--- src/rtl/featctl_pkg.sv ---
package featctl_pkg;

    localparam int CFG_W       = 64;
    localparam int MAP_W       = 32;
    localparam int LOCK_BIT    = 0;
    localparam int VIRT_IN_BIT = 1;
    localparam int VIRT_OUT_BIT = 2;
    localparam int FN_LO       = 8;
    localparam int FN_W        = 7;
    localparam int LAUNCH_GLB  = FN_LO + FN_W;
    localparam int LAUNCH_LEAF = 4;
    localparam int QUERY_LEAF  = 0;
    localparam int HOLE_LEAF   = 1;

    localparam logic [CFG_W-1:0] CFG_WRITABLE = 64'h0000_0000_0016_FF07;

    typedef enum logic [1:0] {
        REQ_VIRT_ON   = 2'd0,
        REQ_LEAF      = 2'd1,
        REQ_SET_SECEN = 2'd2,
        REQ_UNDEF     = 2'd3
    } req_kind_e;

    typedef enum logic [1:0] {
        V_GRANT = 2'd0,
        V_GP    = 2'd1,
        V_UD    = 2'd2
    } verdict_e;

    typedef struct packed {
        logic            lock;
        logic            virt_in;
        logic            virt_out;
        logic [FN_W-1:0] fn_en;
        logic            launch_en;
    } cfg_view_t;

    typedef struct packed {
        logic defined;
        logic supported;
        logic is_launch;
        logic is_query;
    } leaf_info_t;

    function automatic logic [MAP_W-1:0] defined_mask(input int n);
        logic [MAP_W-1:0] m;
        m = '0;
        for (int i = 0; i < MAP_W; i++) begin
            if (i < n && i != HOLE_LEAF) m[i] = 1'b1;
        end
        return m;
    endfunction

endpackage

--- src/rtl/featctl_reg.sv ---
module featctl_reg
    import featctl_pkg::*;
(
    input  logic             clk,
    input  logic             rst,
    input  logic             wr_en,
    input  logic [CFG_W-1:0] wr_data,
    input  logic             cap_virt,
    input  logic             cap_secure,
    output logic [CFG_W-1:0] cfg_q,
    output logic             wr_fault
);
    logic hits_rsvd;
    logic cap_bad;
    logic refuse;

    always_comb begin
        hits_rsvd = |(wr_data & ~CFG_WRITABLE);
        cap_bad   = (wr_data[VIRT_IN_BIT]  & ~(cap_virt & cap_secure))
                  | (wr_data[VIRT_OUT_BIT] & ~cap_virt);
        refuse    = cfg_q[LOCK_BIT] | hits_rsvd | cap_bad;
    end

    always_ff @(posedge clk) begin
        if (rst) begin
            cfg_q    <= '0;
            wr_fault <= 1'b0;
        end else begin
            wr_fault <= wr_en & refuse;
            if (wr_en && !refuse) cfg_q <= wr_data;
        end
    end
endmodule

--- src/rtl/featctl_leaf_decode.sv ---
module featctl_leaf_decode
    import featctl_pkg::*;
#(
    parameter int              LEAF_W     = 32,
    parameter int              NUM_LEAVES = 9,
    parameter logic [MAP_W-1:0] LEAF_MAP  = 32'h0000_01FD
) (
    input  logic [LEAF_W-1:0] leaf_idx,
    output leaf_info_t        info,
    output logic [MAP_W-1:0]  eff_map
);
    localparam logic [MAP_W-1:0] DEF_MASK = defined_mask(NUM_LEAVES);
    localparam logic [MAP_W-1:0] SUP_MASK = DEF_MASK & LEAF_MAP;

    logic [NUM_LEAVES-1:0] hit;

    for (genvar i = 0; i < NUM_LEAVES; i++) begin : g_hit
        assign hit[i] = (leaf_idx == LEAF_W'(i));
    end

    always_comb begin
        info.defined   = |(hit & DEF_MASK[NUM_LEAVES-1:0]);
        info.supported = |(hit & SUP_MASK[NUM_LEAVES-1:0]);
        info.is_launch = hit[LAUNCH_LEAF];
        info.is_query  = hit[QUERY_LEAF];
        eff_map        = SUP_MASK;
    end
endmodule

--- src/rtl/featctl_judge.sv ---
module featctl_judge
    import featctl_pkg::*;
(
    input  logic            clk,
    input  logic            rst,
    input  logic            req_valid,
    input  req_kind_e       kind,
    input  cfg_view_t       view,
    input  leaf_info_t      info,
    input  logic [MAP_W-1:0] eff_map,
    input  logic [FN_W-1:0] req_fn,
    input  logic            cap_secure,
    input  logic            ctl_secure_en,
    input  logic            in_secure,
    output logic            resp_valid,
    output logic            resp_grant,
    output logic            resp_gp,
    output logic            resp_ud,
    output logic [MAP_W-1:0] resp_data
);
    verdict_e         verdict;
    logic             mode_ok;
    logic             launch_bad;
    logic [MAP_W-1:0] data_d;

    always_comb begin
        mode_ok    = in_secure ? view.virt_in : view.virt_out;
        launch_bad = ~view.lock | ~view.launch_en | (|(req_fn & ~view.fn_en));
        verdict    = V_UD;
        unique case (kind)
            REQ_VIRT_ON:   verdict = (view.lock && mode_ok) ? V_GRANT : V_GP;
            REQ_LEAF: begin
                if (!ctl_secure_en)                        verdict = V_UD;
                else if (!info.defined || !info.supported) verdict = V_UD;
                else if (info.is_launch && launch_bad)     verdict = V_GP;
                else                                       verdict = V_GRANT;
            end
            REQ_SET_SECEN: verdict = cap_secure ? V_GRANT : V_GP;
            default:       verdict = V_UD;
        endcase
        data_d = (kind == REQ_LEAF && verdict == V_GRANT && info.is_query) ? eff_map : '0;
    end

    always_ff @(posedge clk) begin
        if (rst) begin
            resp_valid <= 1'b0;
            resp_grant <= 1'b0;
            resp_gp    <= 1'b0;
            resp_ud    <= 1'b0;
            resp_data  <= '0;
        end else begin
            resp_valid <= req_valid;
            resp_grant <= req_valid && verdict == V_GRANT;
            resp_gp    <= req_valid && verdict == V_GP;
            resp_ud    <= req_valid && verdict == V_UD;
            resp_data  <= req_valid ? data_d : '0;
        end
    end
endmodule

--- src/rtl/featctl_guard.sv ---
module featctl_guard
    import featctl_pkg::*;
#(
    parameter int               LEAF_W     = 32,
    parameter int               NUM_LEAVES = 9,
    parameter logic [MAP_W-1:0] LEAF_MAP   = 32'h0000_01FD
) (
    input  logic              clk,
    input  logic              rst,
    input  logic              wr_en,
    input  logic [63:0]       wr_data,
    output logic              wr_fault,
    output logic [63:0]       cfg_q,
    input  logic              req_valid,
    input  logic [1:0]        req_kind,
    input  logic [LEAF_W-1:0] req_leaf,
    input  logic [6:0]        req_fn,
    input  logic              cap_virt,
    input  logic              cap_secure,
    input  logic              ctl_secure_en,
    input  logic              in_secure,
    output logic              resp_valid,
    output logic              resp_grant,
    output logic              resp_gp,
    output logic              resp_ud,
    output logic [31:0]       resp_data
);
    cfg_view_t        view;
    leaf_info_t       info;
    logic [MAP_W-1:0] eff_map;
    req_kind_e        kind;

    featctl_reg u_reg (
        .clk        (clk),
        .rst        (rst),
        .wr_en      (wr_en),
        .wr_data    (wr_data),
        .cap_virt   (cap_virt),
        .cap_secure (cap_secure),
        .cfg_q      (cfg_q),
        .wr_fault   (wr_fault)
    );

    always_comb begin
        view.lock      = cfg_q[LOCK_BIT];
        view.virt_in   = cfg_q[VIRT_IN_BIT];
        view.virt_out  = cfg_q[VIRT_OUT_BIT];
        view.fn_en     = cfg_q[FN_LO +: FN_W];
        view.launch_en = cfg_q[LAUNCH_GLB];
        kind           = req_kind_e'(req_kind);
    end

    featctl_leaf_decode #(
        .LEAF_W     (LEAF_W),
        .NUM_LEAVES (NUM_LEAVES),
        .LEAF_MAP   (LEAF_MAP)
    ) u_dec (
        .leaf_idx (req_leaf),
        .info     (info),
        .eff_map  (eff_map)
    );

    featctl_judge u_judge (
        .clk           (clk),
        .rst           (rst),
        .req_valid     (req_valid),
        .kind          (kind),
        .view          (view),
        .info          (info),
        .eff_map       (eff_map),
        .req_fn        (req_fn),
        .cap_secure    (cap_secure),
        .ctl_secure_en (ctl_secure_en),
        .in_secure     (in_secure),
        .resp_valid    (resp_valid),
        .resp_grant    (resp_grant),
        .resp_gp       (resp_gp),
        .resp_ud       (resp_ud),
        .resp_data     (resp_data)
    );
endmodule

--- config.mk ---
export PLATFORM = sky130hd
export DESIGN_NAME = featctl_guard
export DESIGN_NICKNAME = d
export VERILOG_FILES = /design/src/rtl/featctl_pkg.sv /design/src/rtl/featctl_reg.sv /design/src/rtl/featctl_leaf_decode.sv /design/src/rtl/featctl_judge.sv /design/src/rtl/featctl_guard.sv
export SDC_FILE = /design/constraint.sdc
export NUM_CORES = 1
export LEC_CHECK = 0
export CAP_MARGIN = 10
export CORE_ASPECT_RATIO = 2
export CORE_MARGIN = 4
export CORE_UTILIZATION = 31
export CTS_BUF_LIST = sky130_fd_sc_hd__clkbuf_16
export CTS_CLUSTER_SIZE = 25
export DETAILED_ROUTE_END_ITERATION = 8
export PLACE_DENSITY = 0.76
export SYNTH_ARGS = -nofsm -noshare
export SYNTH_HDL_FRONTEND = slang
export SYNTH_SLANG_ARGS = --single-unit
--- constraint.sdc ---
create_clock -name clk -period 1.65 [get_ports clk]
set_input_delay 0.33 -clock clk [delete_from_list [all_inputs] [get_ports clk]]
set_output_delay 0.33 -clock clk [all_outputs]
set_load 0.005 [all_outputs]
**Word-level counts from Yosys, hierarchy flattened**

Cells that the tools add are included.

- Input bits: 113
- Bits in registers: 101
- Logic and storage cells: 58

- Muxes and demuxes: 8
- Equal/unequal tests: 11
- Bitwise gates (word level): 16
- Reduce and logical (&&, ||, !) cells: 16

Operator list:

| operator | number |
|---|---|
| == test 32 x 3 -> 1 bit, second input constant | 4 |
| == test 32 x 2 -> 1 bit, second input constant | 2 |
| OR reduction 50 bit | 1 |
| == test 32 x 4 -> 1 bit, second input constant | 1 |
| logical NOT 32 bit | 1 |
| 2-to-1 mux 9 bit | 1 |
| logical AND 1 bit | 8 |
| OR reduction 8 bit | 1 |
| AND 7 bit | 1 |
| inverter 7 bit | 1 |
| OR reduction 7 bit | 1 |
| case mux 2 bit (3 select lines) | 1 |
| inverter 1 bit | 5 |
| bitwise OR 1 bit | 5 |
| AND 1 bit | 4 |
| == test 2 x 1 -> 1 bit, second input constant | 2 |
| == test 2 bit, second input constant | 2 |
| logical NOT 2 bit | 2 |
| 2-to-1 mux 1 bit | 4 |
| 2-to-1 mux 2 bit | 2 |
| OR reduction 2 bit | 1 |
| logical NOT 1 bit | 1 |

**Depth between registers and ports, before layout**

Gate-level depths: netlist (run 1).

- Word-level depth: 13
- Gate-level depth with buffers: 6
- Gate-level depth less buffers: 5

**By module**

From an unflattened synthesis (run 1), not the netlist that was laid out.

- Cell total of the unflattened synthesis: 378
- Area, all modules: 4012.6 um2

Modules (own cells, without submodules):

| module | cells an instance | seq. area each (um2) | times used | area each (um2) |
|---|---|---|---|---|
| featctl_reg | 190 | 1301.2 | 1 | 2195.9 |
| featctl_judge | 137 | 720.7 | 1 | 1458.9 |
| featctl_leaf_decode | 51 | 0.0 | 1 | 357.8 |

**Worst setup path after synthesis (run 1)**

Ideal clock, no wire load.

- Kind: input -> register
- Start point: input port wr_data[33]
- End point: register u_reg.cfg_q[16]
- Stages: 6
- Setup slack: 42 ps
- Library setup time: 113 ps
- Arrival time: 1495 ps
- Cell sequence: nor4_1 -> o21ai_1 -> nor3_4 -> a31oi_4 -> buf_6 -> and2_4

- Word-level cells in the longest chain between the ends: 5

RTL lines:

| item | line | source |
|---|---|---|
| start, declared | featctl_guard.sv:11 | `input logic [63:0] wr_data,` |
| OR reduction 50 bit | featctl_reg.sv:18 | `hits_rsvd = \|(wr_data & ~CFG_WRITABLE);` |
| bitwise OR 1 bit (2 in a row) | featctl_reg.sv:21 | `refuse = cfg_q[LOCK_BIT] \| hits_rsvd \| cap_bad;` |
| logical NOT 1 bit | featctl_reg.sv:30 | `if (wr_en && !refuse) cfg_q <= wr_data;` |
| logical AND 1 bit | featctl_reg.sv:30 |  |
| end signal, assigned | featctl_reg.sv:30 |  |
| end, declared | featctl_reg.sv:10 | `output logic [CFG_W-1:0] cfg_q,` |

Every way passes these cells.
A chain may end at the register's enable or synchronous reset.

**Worst setup path after layout (run 1)**

- Start point: input port wr_data[29]
- End point: register u_reg.cfg_q[34]

The elaborated chain is that of the path after synthesis.

==> out/qor.txt, run 1 <==
Status: finished with violations
Failing checks: negative setup slack
Post-synth EDFFs: 0
Initial antenna violation count: 0
CP bufs+invs: 2
Final Core Density: 60.9%
Crit path DAT: 1.97 ns
Finished Layout Cells: 588
Clock Skew: 0.00492 ns
Net Sw Power: 845 uW
Hold depth: 4
Worst setup SP type: input port
Max incr delay on CP: 0.30 ns
R2R depth: 6
GP Congestion: 0.839
Routed vias/inst: 4.74
Synth cell types: 39
Final count of negative-setup-slack endpoints: 51
Internal: 2.96 mW
CTS hold repair buffers: 0
FILL cells: 751
Worst-case hold path end point: u_reg.cfg_q[1]$_SDFFE_PP0P_
Num CTS Buffers: 9
Worst slack at placement: -0.529 ns
Synth warn: 0
WL/cell: 17.6 um
Routed WL: 10.3 mm
Sequential fraction of design power: 44.6%
Total power: 3.81 mW
Asr flop ratio synth: 0%
Number of global-route vias before repair: 2,771
Sw Ratio: 22.2%
Synthesized instance count: 275
TritonCTS clock tree: built
Site Rows: 49
Final Cycle Share: 106%
Initial Util: 31.9%
Antenna-violating nets left: 0
Fmax: 574 MHz
PD cells: 689 nW/um2
Max cap viols: 0
Clock power share: 43.8%
Largest net degree at the start of global routing: 51
Post-route DRC: 0
Final hold violation count: 0
Sequential element share of the synthesized area: 48.4%
Cell Chain, Critical Path: dlygate4sd2_1, nor4_2, nand4_1, nor2_4, a31oi_4, buf_8, and2_4
R2R Setup Slk: 0.01 ns
Post-route cell area: 5520 um2
Hold_sp: wr_data[1]
Clk_lat worst skew: 0.33 ns
Area delta synth->final: 91.0%
Max transition margin: 63.5%
Worst endpoint required time: 1.87 ns
RSZ-0062 raised after global routing: yes
Clk buf depth: 2
Worst path slowest cell: nor4_2
Root Buffer: clkbuf_16
Pins Over Slew Limit: 0
Clock transition at path regs: 0.05 ns
Synth Flop Type: dfxtp_1
Die area: 11,000 um2
Placed insts: 562
Dpl hpwl: 7.51 mm
Netlist Area Pre-Place: 2890 um2
GRT overflow: 0
Multi-input gate area: 1440 um2
PortBufs: 189
Crit path max-delay family: simple AND/OR/NAND/NOR gates
CTS Sinks: 70
Ports: 214
DP Area: 4800 um2
Syn avg cell area: 10.5 um2
Die Width: 76.3 um
Min setup slack post-route: -0.0929 ns
Comb power frac: 11.6%
Core area: 9070 um2
Setup CP Type: in2reg
Flip-flop and latch count after synthesis: 70
Pre-antenna DRT Iters: 4
Reg-to-reg startpoint: u_reg.cfg_q[0]$_SDFFE_PP0P_
Vias: 2,788
LEAKAGE: 2.54 nW
First-pass GRT wire length: 13.5 mm
Hold Crit Class: in2reg
All-Layer GR Usage: 15.9%
Layout cells sized above 1: 26.5%
Worst Setup End Kind: flip-flop
Starting DRT DRC Count: 65
Tightest Pin Transition: 0.547 ns
Worst flop-to-flop path endpoint: u_reg.cfg_q[34]$_SDFFE_PP0P_
CP max FO: 12
Setup_tns: -3.61 ns
Tmin final: 1.74 ns
Sequential cell area: 1410 um2
Die Height: 145 um
# diodes: 0
Worst hold margin: 0.429 ns
Nets: 594
Maximum vdd drop: 491 uV
# H-tree levels: 3
## flip-flops by register name (all words and copies together) (netlist names)
register and flops:
u_judge.resp_gp 1, u_judge.resp_data 1, u_reg.wr_fault 1, u_judge.resp_grant 1, u_reg.cfg_q 64, u_judge.resp_valid 1
u_judge.resp_ud 1
## layout by cell type (no fill, tap or decap), types with 2 or more instances in the layout
cell,Yosys,routed
clkdlybuf4s15_1,0,11
nand4_1,18,18
clkinv_2,0,3
clkdlybuf4s50_1,0,105
clkbuf_16,0,12
nor4_4,1,4
nor2_1,3,3
dlymetal6s2s_1,0,53
and2_4,50,50
clkbuf_2,1,2
nor4_2,2,10
nand3_1,3,2
dlygate4sd2_1,0,18
a21oi_1,14,14
buf_6,6,3
o21ai_1,9,9
nor2b_1,7,5
nand2_1,4,4
a2111oi_4,0,3
nor4_1,16,5
inv_1,3,5
dfxtp_2,0,2
o21ai_2,0,3
conb_1,1,24
o21ai_0,7,4
dfxtp_1,70,67
buf_4,33,19
## metal layers
| metal | GRT usage (%) | routed length [um] | part of all wire, % | vias to the layer above |
|---|---|---|---|---|
| li1 | - | - | - | 1311 |
| met1 | 15.5 | 3610 | 35 | 1294 |
| met2 | 29.0 | 5620 | 54 | 157 |
| met3 | 4.30 | 667 | 6.5 | 26 |
| met4 | 11.0 | 430 | 4.2 | 0 |
| met5 | 0 | 0 | 0 | - |
## how the worst max path moves through the flow
stage                               startpoint                      endpoint  slack, ns  depth (start not counted)
6_report                           wr_data[29]  u_reg.cfg_q[34]$_SDFFE_PP0P_      -0.09                          7
5_1_grt                            wr_data[29]  u_reg.cfg_q[26]$_SDFFE_PP0P_      -0.14                          7
4_1_cts        u_judge.resp_data[7]$_SDFF_PP0_                  resp_data[3]      -0.04                          1
3_5_place_dp                       wr_data[32]  u_reg.cfg_q[15]$_SDFFE_PP0P_      -0.53                          6
3_3_place_gp                       wr_data[32]  u_reg.cfg_q[10]$_SDFFE_PP0P_      -0.50                          6
2_1_floorplan                      wr_data[33]  u_reg.cfg_q[16]$_SDFFE_PP0P_       0.04                          6
## power groups by stage
stage          Combinational, mW  Sequential, mW  Clock (mW)
2_1_floorplan              0.126            1.73           0
3_3_place_gp               0.396            1.73           0
3_5_place_dp               0.405            1.73           0
4_1_cts                    0.399            1.70        1.71
5_1_grt                    0.469            1.70        1.78
6_report                   0.442            1.70        1.67
## worst reg2reg max path, stage by stage, from the launching register on
cell	delay, ns
dfxtp_4	0.36
nor4_4	0.11
nand4_1	0.20
nor2_4	0.23
a31oi_4	0.25
buf_8	0.24
and2_4	0.15
## cell type report
cell class,instances,share of cell area [%]
inverters,3,0.204
clock inverters,7,0.612
clock buffers,9,4.08
flip-flops and latches,70,25.5
multi-input cells,181,26.1
repair buffers,216,41.2
well taps,102,2.31
## logic make-up after synthesis
family                 Yosys count  synth area share [%]
other                            1                 0.130
DFF                             70                  48.4
muxes                            1                 0.346
and+or+nand+nor                118                  30.8
AOI/OAI and AO/OA               38                  8.22
buffers and inverters           47                  12.0
## synth_stat cells (3+ instances only)
library cell	number	share of area, %
nand2_1	4	0.52
nor2b_1	7	1.5
a21oi_1	14	2.4
buf_4	33	8.6
o21ai_0	7	1.2
inv_1	3	0.39
and2_4	50	15
nand4_1	18	3.9
nor4_1	16	3.5
nand3_1	3	0.52
clkbuf_1	3	0.39
dfxtp_1	70	48
buf_6	6	2.3
nor2_1	3	0.39
o21ai_1	9	1.6
## repair_timing
action                     in CTS  in global routing
setup endpoints to repair      76                 77
pin swaps                       5                 76
cloned                          0                  6
resized for setup              51                 92
buffers inserted                1                  3
No activity file was read; power rests on OpenSTA's default activity.
==> run 2: changes to the inputs <==
- CORE_AREA: unset -> 4 4 82 84
- CORE_ASPECT_RATIO: 2 -> unset
- CORE_MARGIN: 4 -> unset
- CORE_UTILIZATION: 31 -> unset
- DIE_AREA: unset -> 0 0 86 88
- DONT_BUFFER_PORTS: unset -> 1
- PLACE_DENSITY: 0.76 -> 0.64
==> run 2 against run 1 <==
  * Clock skew is 0.00051 ns higher
  * Register-to-register slack gained 0.06 ns
  * Flip-flop and latch count unchanged
  * Die area is 31% lower
  * Non-clock buffer count shrank 190
  * The flow now finishes without violations
  * Fmax up 10%
==> out/qor.txt, run 2 (same netlist as run 1, synthesis figures left out) <==
Site Rows: 28
Final Cycle Share: 96.0%
WL/cell: 20.5 um
GRT overflow: 0
Worst Setup End Kind: flip-flop
Routed vias/inst: 5.40
Worst setup SP type: flip-flop
Sw Ratio: 21.6%
Setup_tns: 0 ns
Crit path DAT: 1.80 ns
Nets: 404
Commonest non-fill, non-tap cell in the layout: dfxtp_1
Clock transition at path regs: 0.06 ns
Area delta synth->final: 15.8%
Max cap viols: 0
Status: complete, no violations
Cell Chain, Critical Path: nor4_4, nand4_1, nor2_4, a31oi_4, clkbuf_16, and2_4
First-pass GRT wire length: 10.5 mm
Clock power share: 51.6%
Hold Crit Class: in2reg
Die Width: 86 um
Sequential cell area: 1410 um2
Layout cells sized above 1: 35.8%
Clk buf depth: 2
FILL cells: 523
# diodes: 0
Initial antenna violation count: 0
Worst hold margin: 0.0606 ns
GP Congestion: 0.719
Multi-input gate area: 1260 um2
PD cells: 1120 nW/um2
Net Sw Power: 807 uW
Vias: 2,005
Worst path slowest cell: dfxtp_4
LEAKAGE: 1.30 nW
Max incr delay on CP: 0.36 ns
Dpl hpwl: 5.71 mm
Num CTS Buffers: 9
Fmax: 631 MHz
Final hold violation count: 0
Initial Util: 48.9%
Max reg flops: 64
Internal: 2.94 mW
Commonest non-fill, non-tap cells in the layout: 69 x dfxtp_1, 50 x and2_4, 24 x conb_1, 18 x nand4_1, 18 x buf_4
TritonCTS clock tree: built
PortBufs: 0
Number of global-route vias before repair: 1,992
Post-route DRC: 0
Core area: 5920 um2
Sequential fraction of design power: 45.3%
Pre-antenna DRT Iters: 4
Setup CP Type: reg2reg
Routed WL: 7.62 mm
All-Layer GR Usage: 18.2%
Die area: 7570 um2
Clk_lat worst skew: 0.33 ns
Maximum vdd drop: 996 uV
Ports: 214
Die Height: 88 um
Comb power frac: 3.1%
Clock Skew: 0.00543 ns
CTS Sinks: 70
Final Core Density: 56.6%
Pins Over Slew Limit: 0
CP max FO: 7
Antenna-violating nets left: 0
# H-tree levels: 3
Register with the most flip-flops: u_reg.cfg_q
Tmin final: 1.58 ns
Starting DRT DRC Count: 67
Root Buffer: clkbuf_16
CTS hold repair buffers: 0
Largest net degree at the start of global routing: 51
Worst endpoint required time: 1.87 ns
Final count of negative-setup-slack endpoints: 0
RSZ-0062 raised after global routing: yes
## run 2: cell types whose count changed in the layout (fill, tap and decap cells not counted), sizes merged, moves of 2 or more
cell / previous run / this run
clkdlybuf4s50: 105 / 0
dlymetal6s2s: 53 / 0
dlygate4sd2: 18 / 0
clkdlybuf4s15: 11 / 0
clkinv: 4 / 1
clkbuf: 14 / 12
## run 2: repair_timing
item / in CTS / in global routing
gates resized for setup: 3 / 7
setup buffers: 0 / 1
pin swaps: 2 / 10
setup endpoints to repair: 15 / 61
cloned: 0 / 6
## run 2: critical path, delay by kind of cell (launching register included)
family,cells,cell delay [ns]
AOI/OAI and AO/OA,1,0.21
buffers and inverters,1,0.23
DFF,1,0.36
and+or+nand+nor,4,0.67
## run 2: cell type report
cell class	count	area share, %
Sequential cell	70	41.9
Multi-Input combinational cell	181	37.6
Timing Repair Buffer	26	8.22
Clock buffer	9	6.72
Tap cell	75	2.80
Clock inverter	7	2.39
Inverter	3	0.336
## run 2: stage by stage
| step | power, mW | setup WS (ns) | area, um2 | cells |
|---|---|---|---|---|
| 5_1_grt | 3.86 | -0.0170 | 3350 | 371 |
| 2_1_floorplan | 1.86 | 0.0418 | 2980 | 298 |
| 6_report | 3.74 | 0.0653 | 3350 | 371 |
| 3_3_place_gp | 1.81 | -0.124 | 2890 | 348 |
| 3_5_place_dp | 1.82 | -0.103 | 2890 | 348 |
| 4_1_cts | 3.74 | 0.0122 | 3200 | 364 |
## run 2: layer usage
| metal | GRT usage [%] | vias up | part of all wire (%) |
|---|---|---|---|
| met5 | 0 | - | 0 |
| met4 | 9.50 | 0 | 2.4 |
| met3 | 7.81 | 13 | 10 |
| met2 | 30.2 | 121 | 50 |
| met1 | 19.9 | 930 | 37 |
| li1 | - | 941 | - |
## run 2: final timing paths
| kind | cells past startpoint | to | start | slack, ns |
|---|---|---|---|---|
| setup / recovery | 6 | u_reg.cfg_q[22]$_SDFFE_PP0P_ | u_reg.cfg_q[0]$_SDFFE_PP0P_ | 0.07 |
| setup reg to reg | 6 | u_reg.cfg_q[22]$_SDFFE_PP0P_ | u_reg.cfg_q[0]$_SDFFE_PP0P_ | 0.07 |
| hold / removal | 1 | u_reg.cfg_q[0]$_SDFFE_PP0P_ | rst | 0.06 |
| hold reg to reg | 1 | u_reg.cfg_q[63]$_SDFFE_PP0P_ | u_reg.cfg_q[63]$_SDFFE_PP0P_ | 0.49 |
## run 2: power groups by stage
stage	clock network (mW)	registers, mW	logic [mW]
floorplan	0	1.73	0.126
global placement	0	1.74	0.0787
detailed placement	0	1.74	0.0794
CTS	1.96	1.70	0.0797
global route	2.03	1.70	0.130
finish	1.93	1.70	0.116
